===== src/rtl/cfgt_pkg.sv =====
package cfgt_pkg;

    localparam logic [3:0] CMD_CFG_RD = 4'b1010;
    localparam logic [3:0] CMD_CFG_WR = 4'b1011;
    localparam logic [3:0] CMD_MEM_RD = 4'b0110;
    localparam logic [3:0] CMD_MEM_WR = 4'b0111;

    localparam int unsigned HDR_DWORDS = 16;
    localparam int unsigned BAR_FIRST  = 4;
    localparam int unsigned BAR_MAX    = 6;

    // writable command bits: memory decode, bus-master, parity response, error driver enable
    localparam logic [15:0] CMD_WMASK = 16'h0146;
    localparam int unsigned MEM_EN_BIT = 1;

    typedef enum logic [2:0] {
        K_NONE,
        K_CFG_RD,
        K_CFG_WR,
        K_MEM_RD,
        K_MEM_WR
    } xfer_kind_e;

    typedef struct packed {
        xfer_kind_e  kind;
        logic        claim;
        logic [5:0]  regnum;
    } xfer_dec_t;

endpackage


===== src/rtl/cfgt_bar_hit.sv =====
module cfgt_bar_hit #(
    parameter int unsigned              NUM_BARS    = 2,
    parameter logic [NUM_BARS*8-1:0]    BAR_SZ_LOG2 = 16'h080C
) (
    input  logic [31:0]                 addr,
    input  logic [NUM_BARS-1:0][31:0]   bar_base,
    output logic                        hit
);

    logic [NUM_BARS-1:0] hit_vec;

    for (genvar g = 0; g < NUM_BARS; g++) begin : g_win
        localparam int unsigned SZ     = int'(BAR_SZ_LOG2[g*8 +: 8]);
        localparam logic [31:0] WIN_MASK = ~((32'd1 << SZ) - 32'd1);
        assign hit_vec[g] = (((addr ^ bar_base[g]) & WIN_MASK) == 32'd0);
    end

    assign hit = |hit_vec;

endmodule


===== src/rtl/cfgt_decode.sv =====
module cfgt_decode
    import cfgt_pkg::*;
(
    input  logic [31:0] ad_addr,
    input  logic [3:0]  cbe_cmd,
    input  logic        idsel,
    input  logic        mem_en,
    input  logic        bar_hit,
    output xfer_dec_t   dec
);

    logic cfg_sel;
    logic type0;
    logic func0;

    always_comb begin
        type0   = (ad_addr[1:0] == 2'b00);
        func0   = (ad_addr[10:8] == 3'b000);
        cfg_sel = idsel && type0 && func0;

        dec        = '0;
        dec.kind   = K_NONE;
        dec.regnum = ad_addr[7:2];

        case (cbe_cmd)
            CMD_CFG_RD: begin
                dec.kind  = K_CFG_RD;
                dec.claim = cfg_sel;
            end
            CMD_CFG_WR: begin
                dec.kind  = K_CFG_WR;
                dec.claim = cfg_sel;
            end
            CMD_MEM_RD: begin
                dec.kind  = K_MEM_RD;
                dec.claim = mem_en && bar_hit;
            end
            CMD_MEM_WR: begin
                dec.kind  = K_MEM_WR;
                dec.claim = mem_en && bar_hit;
            end
            default: begin
                dec.kind  = K_NONE;
                dec.claim = 1'b0;
            end
        endcase
    end

endmodule


===== src/rtl/cfgt_regfile.sv =====
module cfgt_regfile
    import cfgt_pkg::*;
#(
    parameter logic [15:0]              VENDOR_ID   = 16'h1A2B,
    parameter logic [15:0]              DEVICE_ID   = 16'h3C4D,
    parameter logic [7:0]               REVISION    = 8'h02,
    parameter logic [7:0]               BASE_CLASS  = 8'h01,
    parameter logic [7:0]               SUB_CLASS   = 8'h06,
    parameter logic [7:0]               PROG_IF     = 8'h01,
    parameter logic [15:0]              SUBSYS_VID  = 16'h1A2B,
    parameter logic [15:0]              SUBSYS_ID   = 16'h5E6F,
    parameter logic [7:0]               IRQ_PIN     = 8'h01,
    parameter int unsigned              NUM_BARS    = 2,
    parameter logic [NUM_BARS*8-1:0]    BAR_SZ_LOG2 = 16'h080C
) (
    input  logic                        clk,
    input  logic                        rst_n,
    input  logic                        wr_en,
    input  logic [3:0]                  wr_idx,
    input  logic [31:0]                 wr_data,
    input  logic [3:0]                  wr_be_n,
    input  logic [3:0]                  rd_idx,
    output logic [31:0]                 rd_data,
    output logic                        mem_en,
    output logic [NUM_BARS-1:0][31:0]   bar_base
);

    typedef struct packed {
        logic [15:0]                cmd;
        logic [7:0]                 lat_timer;
        logic [7:0]                 cache_line;
        logic [7:0]                 irq_line;
        logic [NUM_BARS-1:0][31:0]  bar;
    } hdr_state_t;

    hdr_state_t st_d, st_q;

    function automatic logic [31:0] bar_mask(input int unsigned idx);
        int unsigned sz;
        sz = int'(BAR_SZ_LOG2[idx*8 +: 8]);
        return ~((32'd1 << sz) - 32'd1);
    endfunction

    function automatic logic [31:0] wr_mask(input logic [3:0] idx);
        logic [31:0] m;
        case (idx)
            4'd1:    m = {16'h0000, CMD_WMASK};
            4'd3:    m = 32'h0000_FFFF;
            4'd15:   m = 32'h0000_00FF;
            default: m = 32'h0000_0000;
        endcase
        for (int i = 0; i < NUM_BARS; i++) begin
            if (idx == 4'(BAR_FIRST + i)) m = bar_mask(i);
        end
        return m;
    endfunction

    function automatic logic [31:0] dword_of(input hdr_state_t s, input logic [3:0] idx);
        logic [31:0] v;
        case (idx)
            4'd0:    v = {DEVICE_ID, VENDOR_ID};
            4'd1:    v = {16'h0000, s.cmd};
            4'd2:    v = {BASE_CLASS, SUB_CLASS, PROG_IF, REVISION};
            4'd3:    v = {8'h00, 8'h00, s.lat_timer, s.cache_line};
            4'd11:   v = {SUBSYS_ID, SUBSYS_VID};
            4'd15:   v = {8'h00, 8'h00, IRQ_PIN, s.irq_line};
            default: v = 32'h0000_0000;
        endcase
        for (int i = 0; i < NUM_BARS; i++) begin
            if (idx == 4'(BAR_FIRST + i)) v = s.bar[i];
        end
        return v;
    endfunction

    logic [31:0] lane_mask;
    logic [31:0] merge_mask;
    logic [31:0] cur_word;
    logic [31:0] new_word;

    always_comb begin
        lane_mask  = {{8{~wr_be_n[3]}}, {8{~wr_be_n[2]}}, {8{~wr_be_n[1]}}, {8{~wr_be_n[0]}}};
        merge_mask = wr_mask(wr_idx) & lane_mask;
        cur_word   = dword_of(st_q, wr_idx);
        new_word   = (cur_word & ~merge_mask) | (wr_data & merge_mask);

        st_d = st_q;
        if (wr_en) begin
            case (wr_idx)
                4'd1: st_d.cmd = new_word[15:0];
                4'd3: begin
                    st_d.cache_line = new_word[7:0];
                    st_d.lat_timer  = new_word[15:8];
                end
                4'd15: st_d.irq_line = new_word[7:0];
                default: ;
            endcase
            for (int i = 0; i < NUM_BARS; i++) begin
                if (wr_idx == 4'(BAR_FIRST + i)) st_d.bar[i] = new_word;
            end
        end
    end

    always_ff @(posedge clk or negedge rst_n) begin
        if (!rst_n) begin
            st_q <= '0;
        end else begin
            st_q <= st_d;
        end
    end

    assign rd_data  = dword_of(st_q, rd_idx);
    assign mem_en   = st_q.cmd[MEM_EN_BIT];
    assign bar_base = st_q.bar;

endmodule


===== src/rtl/cfg_target.sv =====
module cfg_target
    import cfgt_pkg::*;
#(
    parameter logic [15:0]              VENDOR_ID   = 16'h1A2B,
    parameter logic [15:0]              DEVICE_ID   = 16'h3C4D,
    parameter logic [7:0]               REVISION    = 8'h02,
    parameter logic [7:0]               BASE_CLASS  = 8'h01,
    parameter logic [7:0]               SUB_CLASS   = 8'h06,
    parameter logic [7:0]               PROG_IF     = 8'h01,
    parameter logic [15:0]              SUBSYS_VID  = 16'h1A2B,
    parameter logic [15:0]              SUBSYS_ID   = 16'h5E6F,
    parameter logic [7:0]               IRQ_PIN     = 8'h01,
    parameter int unsigned              NUM_BARS    = 2,
    parameter logic [NUM_BARS*8-1:0]    BAR_SZ_LOG2 = 16'h080C
) (
    input  logic        clk,
    input  logic        rst_n,
    input  logic        addr_strobe,
    input  logic [31:0] ad_addr,
    input  logic [3:0]  cbe_cmd,
    input  logic        idsel,
    input  logic [31:0] wdata,
    input  logic [3:0]  be_n,
    output logic        resp_valid,
    output logic        claimed,
    output logic [31:0] rd_data
);

    localparam logic [5:0] HDR_LIMIT = 6'(HDR_DWORDS);

    typedef struct packed {
        logic        busy;
        xfer_kind_e  kind;
        logic        claim;
        logic [5:0]  regnum;
        logic [31:0] rdata;
    } phase_t;

    phase_t st_d, st_q;

    logic                       mem_en;
    logic [NUM_BARS-1:0][31:0]  bar_base;
    logic                       bar_hit;
    xfer_dec_t                  dec;
    logic [31:0]                hdr_rd;
    logic                       hdr_wr;
    xfer_kind_e                 cur_kind;

    cfgt_bar_hit #(
        .NUM_BARS    (NUM_BARS),
        .BAR_SZ_LOG2 (BAR_SZ_LOG2)
    ) u_bar_hit (
        .addr     (ad_addr),
        .bar_base (bar_base),
        .hit      (bar_hit)
    );

    cfgt_decode u_decode (
        .ad_addr (ad_addr),
        .cbe_cmd (cbe_cmd),
        .idsel   (idsel),
        .mem_en  (mem_en),
        .bar_hit (bar_hit),
        .dec     (dec)
    );

    cfgt_regfile #(
        .VENDOR_ID   (VENDOR_ID),
        .DEVICE_ID   (DEVICE_ID),
        .REVISION    (REVISION),
        .BASE_CLASS  (BASE_CLASS),
        .SUB_CLASS   (SUB_CLASS),
        .PROG_IF     (PROG_IF),
        .SUBSYS_VID  (SUBSYS_VID),
        .SUBSYS_ID   (SUBSYS_ID),
        .IRQ_PIN     (IRQ_PIN),
        .NUM_BARS    (NUM_BARS),
        .BAR_SZ_LOG2 (BAR_SZ_LOG2)
    ) u_regs (
        .clk      (clk),
        .rst_n    (rst_n),
        .wr_en    (hdr_wr),
        .wr_idx   (st_q.regnum[3:0]),
        .wr_data  (wdata),
        .wr_be_n  (be_n),
        .rd_idx   (ad_addr[5:2]),
        .rd_data  (hdr_rd),
        .mem_en   (mem_en),
        .bar_base (bar_base)
    );

    always_comb begin
        hdr_wr = st_q.busy && st_q.claim && (st_q.kind == K_CFG_WR)
                 && (st_q.regnum < HDR_LIMIT);

        st_d      = st_q;
        st_d.busy = 1'b0;

        if (!st_q.busy && addr_strobe) begin
            st_d.busy   = 1'b1;
            st_d.kind   = dec.kind;
            st_d.claim  = dec.claim;
            st_d.regnum = dec.regnum;
            if (!dec.claim) begin
                st_d.rdata = 32'hFFFF_FFFF;
            end else if (dec.kind == K_CFG_RD && dec.regnum < HDR_LIMIT) begin
                st_d.rdata = hdr_rd;
            end else begin
                st_d.rdata = 32'h0000_0000;
            end
        end
    end

    always_ff @(posedge clk or negedge rst_n) begin
        if (!rst_n) begin
            st_q      <= '0;
            st_q.kind <= K_NONE;
        end else begin
            st_q <= st_d;
        end
    end

    assign resp_valid = st_q.busy;
    assign claimed    = st_q.busy && st_q.claim;
    assign rd_data    = st_q.busy ? st_q.rdata : 32'h0000_0000;
    assign cur_kind   = st_q.kind;

endmodule



===== config.mk =====
export PLATFORM = sky130hd
export DESIGN_NAME = cfg_target
export DESIGN_NICKNAME = d
export VERILOG_FILES = /design/src/rtl/cfgt_pkg.sv /design/src/rtl/cfgt_bar_hit.sv /design/src/rtl/cfgt_decode.sv /design/src/rtl/cfgt_regfile.sv /design/src/rtl/cfg_target.sv
export SDC_FILE = /design/constraint.sdc
export NUM_CORES = 1
export LEC_CHECK = 0
export BUFFER_PORTS_ARGS = -buffer_cell sky130_fd_sc_hd__buf_2
export CAP_MARGIN = 40
export CORE_ASPECT_RATIO = 0.9
export CORE_MARGIN = 10
export CORE_UTILIZATION = 45
export DETAILED_ROUTE_END_ITERATION = 8
export PLACE_DENSITY_LB_ADDON = 0.12
export SYNTH_ARGS = -nofsm -noshare
export SYNTH_HDL_FRONTEND = slang
export SYNTH_HIERARCHICAL = 1
export SYNTH_SLANG_ARGS = --single-unit

===== constraint.sdc =====
create_clock -name clk -period 2.5 [get_ports clk]
set_clock_uncertainty 0.1 [all_clocks]
set_input_delay 0.25 -clock clk [delete_from_list [all_inputs] [get_ports clk]]
set_output_delay 0.25 -clock clk [all_outputs]
set_load 0.05 [all_outputs]

**Yosys cells after proc, flatten, opt, wreduce, memory -nomap -nowiden**

Index checks and enable logic that the tools add are counted.

- Bits in registers: 147
- Bits of input ports: 76
- Output and inout bits: 34

- Magnitude comparators: 2
- Equality and inequality tests: 20
- Mux-type cells: 14
- Bitwise logic cells: 11
- Reductions and logical operators: 21

Operators by type and width:

| cell | number |
|---|---|
| $pmux 31 s6 | 2 |
| $mux 32 | 9 |
| $and 32x32->32 | 3 |
| $logic_not 32->1 | 2 |
| $xor 32x32->32 | 2 |
| $pmux 16 s3 | 1 |
| $mux 43 | 1 |
| $not 32->32 | 1 |
| $or 32x32->32 | 1 |
| $eq 4x3->1 const B | 6 |
| $eq 4x4->1 const B | 6 |
| $eq 4x2->1 const B | 4 |
| $pmux 4 s4 | 1 |
| $lt 6x5->1 const B | 2 |
| $reduce_and 2->1 | 5 |
| $eq 4x1->1 const B | 2 |
| $logic_and 1x1->1 | 8 |
| $logic_not 4->1 | 2 |
| $not 1->1 | 4 |
| $eq 3x1->1 const B | 1 |
| $eq 3x2->1 const B | 1 |
| $logic_not 3->1 | 1 |
| $logic_not 2->1 | 1 |
| $reduce_or 2->1 | 1 |
| $logic_not 1->1 | 1 |

**Longest topological paths before layout**

Gate-level depths: netlist (run 1).

- Depth in word-level cells: 10
- Depth in mapped cells: 12
- Gate-level depth less buffers: 10

**By module**

Netlist (run 1), hierarchy kept.

Modules (own cells, without submodules):

| module | instances | cells an instance | area an instance (um^2) | seq. area each (um^2) |
|---|---|---|---|---|
| cfgt_regfile | 1 | 736 | 6,471.2 | 2,602.5 |
| cfg_target | 1 | 228 | 2,005.7 | 1,076.0 |
| cfgt_bar_hit | 1 | 59 | 484.2 | 0.0 |
| cfgt_decode | 1 | 18 | 155.1 | 0.0 |

**Worst setup path after synthesis (run 1)**

Ideal clock, no wire load.

- Kind: reg2reg
- Start: register st_q, in the netlist resp_valid
- End: register u_regs.st_q, in the netlist u_regs/bar_base[45]
- Library setup time: 0.125 ns
- Arrival: 2.681 ns
- Data required time: 2.275 ns
- Setup slack: -0.405 ns
- Cell stages (with the launch flop): 7
- Buffers on the path: 0
- Clock period less this slack: 2.905 ns
- Path through: dfrtp_1 and2_1 nor4b_1 inv_1 or2_2 nor2b_4 mux2_2

- Cells in the longest elaborated chain, start to end: 4

Ends and longest elaborated chain:

| element | line | RTL |
|---|---|---|
| from (decl) | cfg_target.sv:39 | `phase_t st_d, st_q;` |
| from (signal assigned) | cfg_target.sv:119 | `st_q <= st_d;` |
| $logic_and 1x1->1 | - |  |
| net claimed | cfg_target.sv:25 | `output logic claimed,` |
| $logic_and 1x1->1 | cfg_target.sv:93 | `hdr_wr = st_q.busy && st_q.claim && (st_q.kind == K_CFG_WR)` |
| $logic_and 1x1->1 | cfg_target.sv:94 | `&& (st_q.regnum < HDR_LIMIT);` |
| net hdr_wr | cfg_target.sv:46 | `logic hdr_wr;` |
| $reduce_and 2->1 (no source line) | - |  |
| to (signal assigned) | cfgt_regfile.sv:107 | `st_q <= st_d;` |
| to (decl) | cfgt_regfile.sv:36 | `hdr_state_t st_d, st_q;` |

The timed path passes the listed nets, and every way through them passes these cells.
A chain may end at the register's enable or synchronous reset.

==> impl_metrics.tcl, run 1 <==
set metrics [dict create \
    hp-class "input pin to flop" \
    power_density_mw_per_mm2 608.4 \
    avgRoutedWirePerCell_um 21.08 \
    grt_overflow 0 \
    finalCriticalPeriod_ps 2397 \
    clk_latency_ps 430 \
    finalSetupViolations 0 \
    max-clock-path-buffers 2 \
    drc 0 \
    syn_to_final_growth_pct 18.09 \
    cts_buffers 17 \
    grt_pass1_wl_um 45030 \
    drv_slew 0 \
    ctsHtreeMaxLevel 4 \
    fin_util_pct 54.58 \
    end_kind "flop" \
    min_period_over_period_pct 95.90 \
    fin_tns_setup_ps 0 \
    syn_area_per_cell_um2 8.782 \
    firstDrtPassIters 6 \
    hp-start "wdata[7]" \
    multiInputGateArea_mm2 0.004405 \
    path_clk_slew_ps 60 \
    nFillCells 1841 \
    syn_inst 1021 \
    register_area_mm2 0.003680 \
    worstPathMaxFanout 20 \
    grt_max_degree 59 \
    io_pins 110 \
    worstMarginPinSlew_ps 810.2 \
    grt_setup_unrepaired "yes" \
    cts-root-buf "clkbuf_16" \
    crit_slowest_cell "dfrtp_1" \
    antenna_found_initial 0 \
    portBuffers 109 \
    die_x_um 168.8 \
    crit_required_ps 2700 \
    routabilityCongestion 0.9452 \
    diodes 0 \
    coreArea_mm2 0.01940 \
    drive_gt1_share_pct 28.60 \
    worstSetupPathType "flop to flop" \
    yosysWarnings 6 \
    p_leak_nw 4.735 \
    crit_chain "xor2_1 > nor4_2 > nand4_1 > o31ai_2 > buf_4 > a32oi_1 > nor2b_2 > nor3b_4 > buf_16 > a21oi_1 > o21ai_2" \
    cts_tree "done" \
    syn_area_mm2 0.008966 \
    cap_viol_max_count 0 \
    fp-row-count 48 \
    maxSlewHeadroom_pct 45.98 \
    cpPeakStageDelay_ps 390 \
    place_hpwl_um 21320 \
    dieHeight_um 153.9 \
    crit_start "u_regs/bar_base[55]" \
    vias 7819 \
    vias_per_cell 5.682 \
    startpoint_type "flop" \
    timing.fmax_mhz 417.1 \
    peakVddDrop_mv 0.4147 \
    cp.arrival_ps 2600 \
    finalNetCount 1189 \
    status "complete, no violations" \
    die-area_mm2 0.02598 \
    cts.sinks 147 \
    start_util_pct 46.22 \
    r2r_start "u_regs/bar_base[55]" \
    wl_um 29010 \
    drt_iter0_drc 930 \
    fin_total_pwr_mw 6.441 \
    antenna_left 0 \
    hold_violations 0 \
    grt_pass1_vias 7522 \
    grt_usage_pct 22.05 \
    synth_fp_nets 1097 \
]
==> critical path: cells and delay by family (launching register included) <==
kind | cells | cell delay (ps)
compound gates | 4 | 550
flops | 1 | 390
simple gates | 4 | 730
xor+xnor | 1 | 160
buf+inv | 2 | 330
==> state kept, by name, indices dropped and copies added (netlist names) <==
register,count
cur_kind,3
u_regs/st_q,39
resp_valid,1
u_regs/bar_base,64
st_q,39
u_regs/mem_en,1
==> layer usage <==
layer  up-vias  share of wire [%]  track usage [%]
li1       3689                  -                -
met1      3751                 47            32.81
met2       360                 42            30.56
met3        19                9.5            6.244
met4         0                1.0            5.137
met5         -                  0                0
==> cell type report <==
type                    count  area share [%]
flip-flops and latches    147           34.76
repair buffers            223           14.61
well taps                 250           2.954
multi-input cells         709           41.61
clock buffers              20           4.408
clock inverters            12           1.134
inverters                  15          0.5318
==> where the power goes <==
part | internal, mW | total (mW) | leakage (nW) | switching (mW)
Clock | 1.47 | 2.56 | 0.278 | 1.09
Sequential | 2.46 | 2.53 | 1.75 | 0.0709
Combinational | 0.490 | 1.35 | 2.71 | 0.862
Total | 4.42 | 6.44 | 4.74 | 2.02
==> placed cells by master (no fill, tap or decap), drive strengths merged, types with 8 or more instances in the layout <==
master  count
a31oi      30
xnor2      22
mux2       40
o21ai      80
a21oi      79
buf       217
a222oi     14
xor2       24
nand3b      8
nand2     138
nor2       79
nand2b     19
dfrtp     147
nor3       10
o22ai      12
and2       33
a22oi      12
clkbuf     20
mux2i      10
inv        18
==> worst paths after layout <==
path                                        end  slack (ps)  cells after the start
worst max-delay path                   st_q[23]         100                     11
worst min-delay path            u_regs/st_q[71]          20                      3
worst max register to register         st_q[23]         100                     11
worst min register to register  u_regs/st_q[98]         280                      0
max in group asynchronous       u_regs/st_q[66]        1330                      3
min in group asynchronous               st_q[6]         260                      2
==> per-stage QoR <==
step	setup WS, ps	hold WS (ps)	cell area [um2]	cells
6_report	102.6	24.87	10590	1376
5_1_grt	-33.35	34.78	10590	1376
4_1_cts	2.490	11.02	10530	1373
3_5_place_dp	-198.0	170.1	9873	1335
3_3_place_gp	-227.4	172.2	9846	1334
2_1_floorplan	1.092	-145.6	8970	1021
==> repair_timing <==
item	CTS	global route
pin swaps	2	2
hold buffers	6	0
endpoints found under the hold margin	60	0
setup endpoints to repair	26	20
resized for setup	3	6
setup buffers	0	3
Power figures use the tool's default switching activity.
==> run 2, diff against run 1 <==
--- a/config.mk
+++ b/config.mk
@@ -9,7 +9,7 @@
 export CAP_MARGIN = 40
 export CORE_ASPECT_RATIO = 0.9
 export CORE_MARGIN = 10
-export CORE_UTILIZATION = 45
+export CORE_UTILIZATION = 40
 export DETAILED_ROUTE_END_ITERATION = 8
 export PLACE_DENSITY_LB_ADDON = 0.12
 export SYNTH_ARGS = -nofsm -noshare
==> run 2 against run 1 <==
Global-route usage fell by 1.7 points; critical path depth did not move; power fell by 0.28%; final area fell by 2.3%; critical path type unchanged; largest cell class unchanged; largest power group unchanged.
==> impl_metrics.tcl, run 2 (synthesis results as in run 1) <==
set metrics [dict create \
    status "complete, no violations" \
    clk_latency_ps 430 \
    multiInputGateArea_mm2 0.004385 \
    dp_slack_ps 28.57 \
    ctsHtreeMaxLevel 4 \
    grt_overflow 0 \
    syn_to_final_growth_pct 15.36 \
    place_hpwl_um 21900 \
    grt_pass1_vias 7437 \
    dieHeight_um 162.0 \
    layout_commonest_cell "dfrtp_1" \
    drv_slew 0 \
    start_util_pct 41.08 \
    io_pins 110 \
    finalNetCount 1158 \
    worstPathMaxFanout 16 \
    wl_um 29560 \
    cap_viol_max_count 0 \
    grt_usage_pct 20.32 \
    p_leak_nw 4.561 \
    hold_violations 0 \
    crit_required_ps 2710 \
    nFillCells 2197 \
    drt_iter0_drc 919 \
    post-place-cells 1347 \
    vias_per_cell 5.524 \
    drive_gt1_share_pct 26.48 \
    antenna_left 0 \
    die-area_mm2 0.02881 \
    firstDrtPassIters 7 \
    maxSlewHeadroom_pct 51.62 \
    die_x_um 177.8 \
    largest_reg_flops 64 \
    vias 7662 \
    portBuffers 109 \
    startpoint_type "flop" \
    path_clk_slew_ps 70 \
    final_cells 1387 \
    fin_ws_ps 73.08 \
    cpPeakStageDelay_ps 410 \
    cp.arrival_ps 2640 \
    register_area_mm2 0.003680 \
    cts-root-buf "clkbuf_16" \
    crit_chain "xor2_1 > nor4_1 > buf_4 > nand4_1 > o31ai_2 > a32oi_1 > nor2b_2 > nor3b_4 > clkbuf_16 > a21oi_1 > o21ai_2" \
    end_kind "flop" \
    cts.sinks 147 \
    grt_max_degree 51 \
    grt_setup_unrepaired "yes" \
    peakVddDrop_mv 0.3915 \
    cts_buffers 17 \
    worstSetupPathType "flop to flop" \
    hp-class "input pin to flop" \
    timing.fmax_mhz 412.0 \
    power_density_mw_per_mm2 621.0 \
    fp-row-count 51 \
    worstMarginPinSlew_ps 724.6 \
    antenna_found_initial 2 \
    avgRoutedWirePerCell_um 21.31 \
    finalSetupViolations 0 \
    crit_slowest_cell "dfrtp_1" \
    drc 0 \
    rrSetupSlack_ps 70 \
    finalCriticalPeriod_ps 2427 \
    routabilityCongestion 0.8906 \
    min_period_over_period_pct 97.08 \
    max-clock-path-buffers 2 \
    cts_tree "done" \
    grt_pass1_wl_um 45270 \
    final_cell_mix "dfrtp_1 (146), nand2_1 (137), buf_2 (108)" \
    coreArea_mm2 0.02182 \
]
## run 2: cell count changes in the layout (fill, tap and decap cells not counted), moves of 2 or more
cell | before | now
buf_4 | 98 | 72
buf_12 | 8 | 6
dlygate4sd3_1 | 6 | 4
nor4_1 | 3 | 5
nor4_2 | 3 | 1
## run 2: repair_timing
action | 4_1_cts | 5_1_grt
hold buffers | 4 | 0
resized for setup | 0 | 6
setup endpoints to repair | 0 | 38
endpoints found under the hold margin | 49 | 0
setup buffers | 0 | 2
## run 2: worst paths after layout
kind / start / endpoint / cells after the start
max: u_regs/bar_base[46] / st_q[0] / 11
min: cbe_cmd[0] / cur_kind[0] / 4
max reg2reg: u_regs/bar_base[46] / st_q[0] / 11
min reg2reg: u_regs/bar_base[10] / u_regs/bar_base[10] / 0
max in group asynchronous: rst_n / resp_valid / 3
min in group asynchronous: rst_n / u_regs/st_q[78] / 2
## run 2: per-layer routing
layer  routed length (um)  part of all wire, %  track usage (%)  vias up
met1                13950                   47            30.09     3692
met3                 2748                  9.3            5.540       22
met2                12570                   43            28.74      321
li1                     -                    -                -     3625
met4                  280                 0.95            4.127        2
met5                   13                0.044                0        -
## run 2: final cells by class
class                           instances  share of cell area, %
Tap cell                              291                  3.520
Clock buffer                           20                  4.415
Inverter                               15                 0.5443
Antenna cell                            1                0.02419
Multi-Input combinational cell        709                  42.40
Timing Repair Buffer                  192                  12.35
Sequential cell                       147                  35.58
Clock inverter                         12                  1.173
## run 2: power by group
part / internal [mW] / switching [mW] / total, mW
Combinational: 0.477 / 0.857 / 1.33
Clock: 1.44 / 1.11 / 2.55
Sequential: 2.46 / 0.0760 / 2.54
## run 2: worst max-delay path: cells and delay by family (launching register included)
| kind | cells | cell delay (ps) |
|---|---|---|
| buffers and inverters | 2 | 350 |
| AOI/OAI and AO/OA | 4 | 590 |
| xor gates and xnor gates | 1 | 160 |
| DFF | 1 | 410 |
| and+or+nand+nor | 4 | 700 |
## run 2: stage by stage
step	cell area [um2]	hold WS [ps]	util [%]	total power [mW]	setup TNS, ps
floorplan	8970	-145.6	-	3.405	0
global placement	9662	136.9	44.27	3.879	0
detailed placement	9662	141.2	44.27	3.883	0
CTS	10280	0.5613	47.10	6.432	0
global route	10340	0.1928	47.39	6.693	-265.7
finish	10340	5.676	47.40	6.423	0
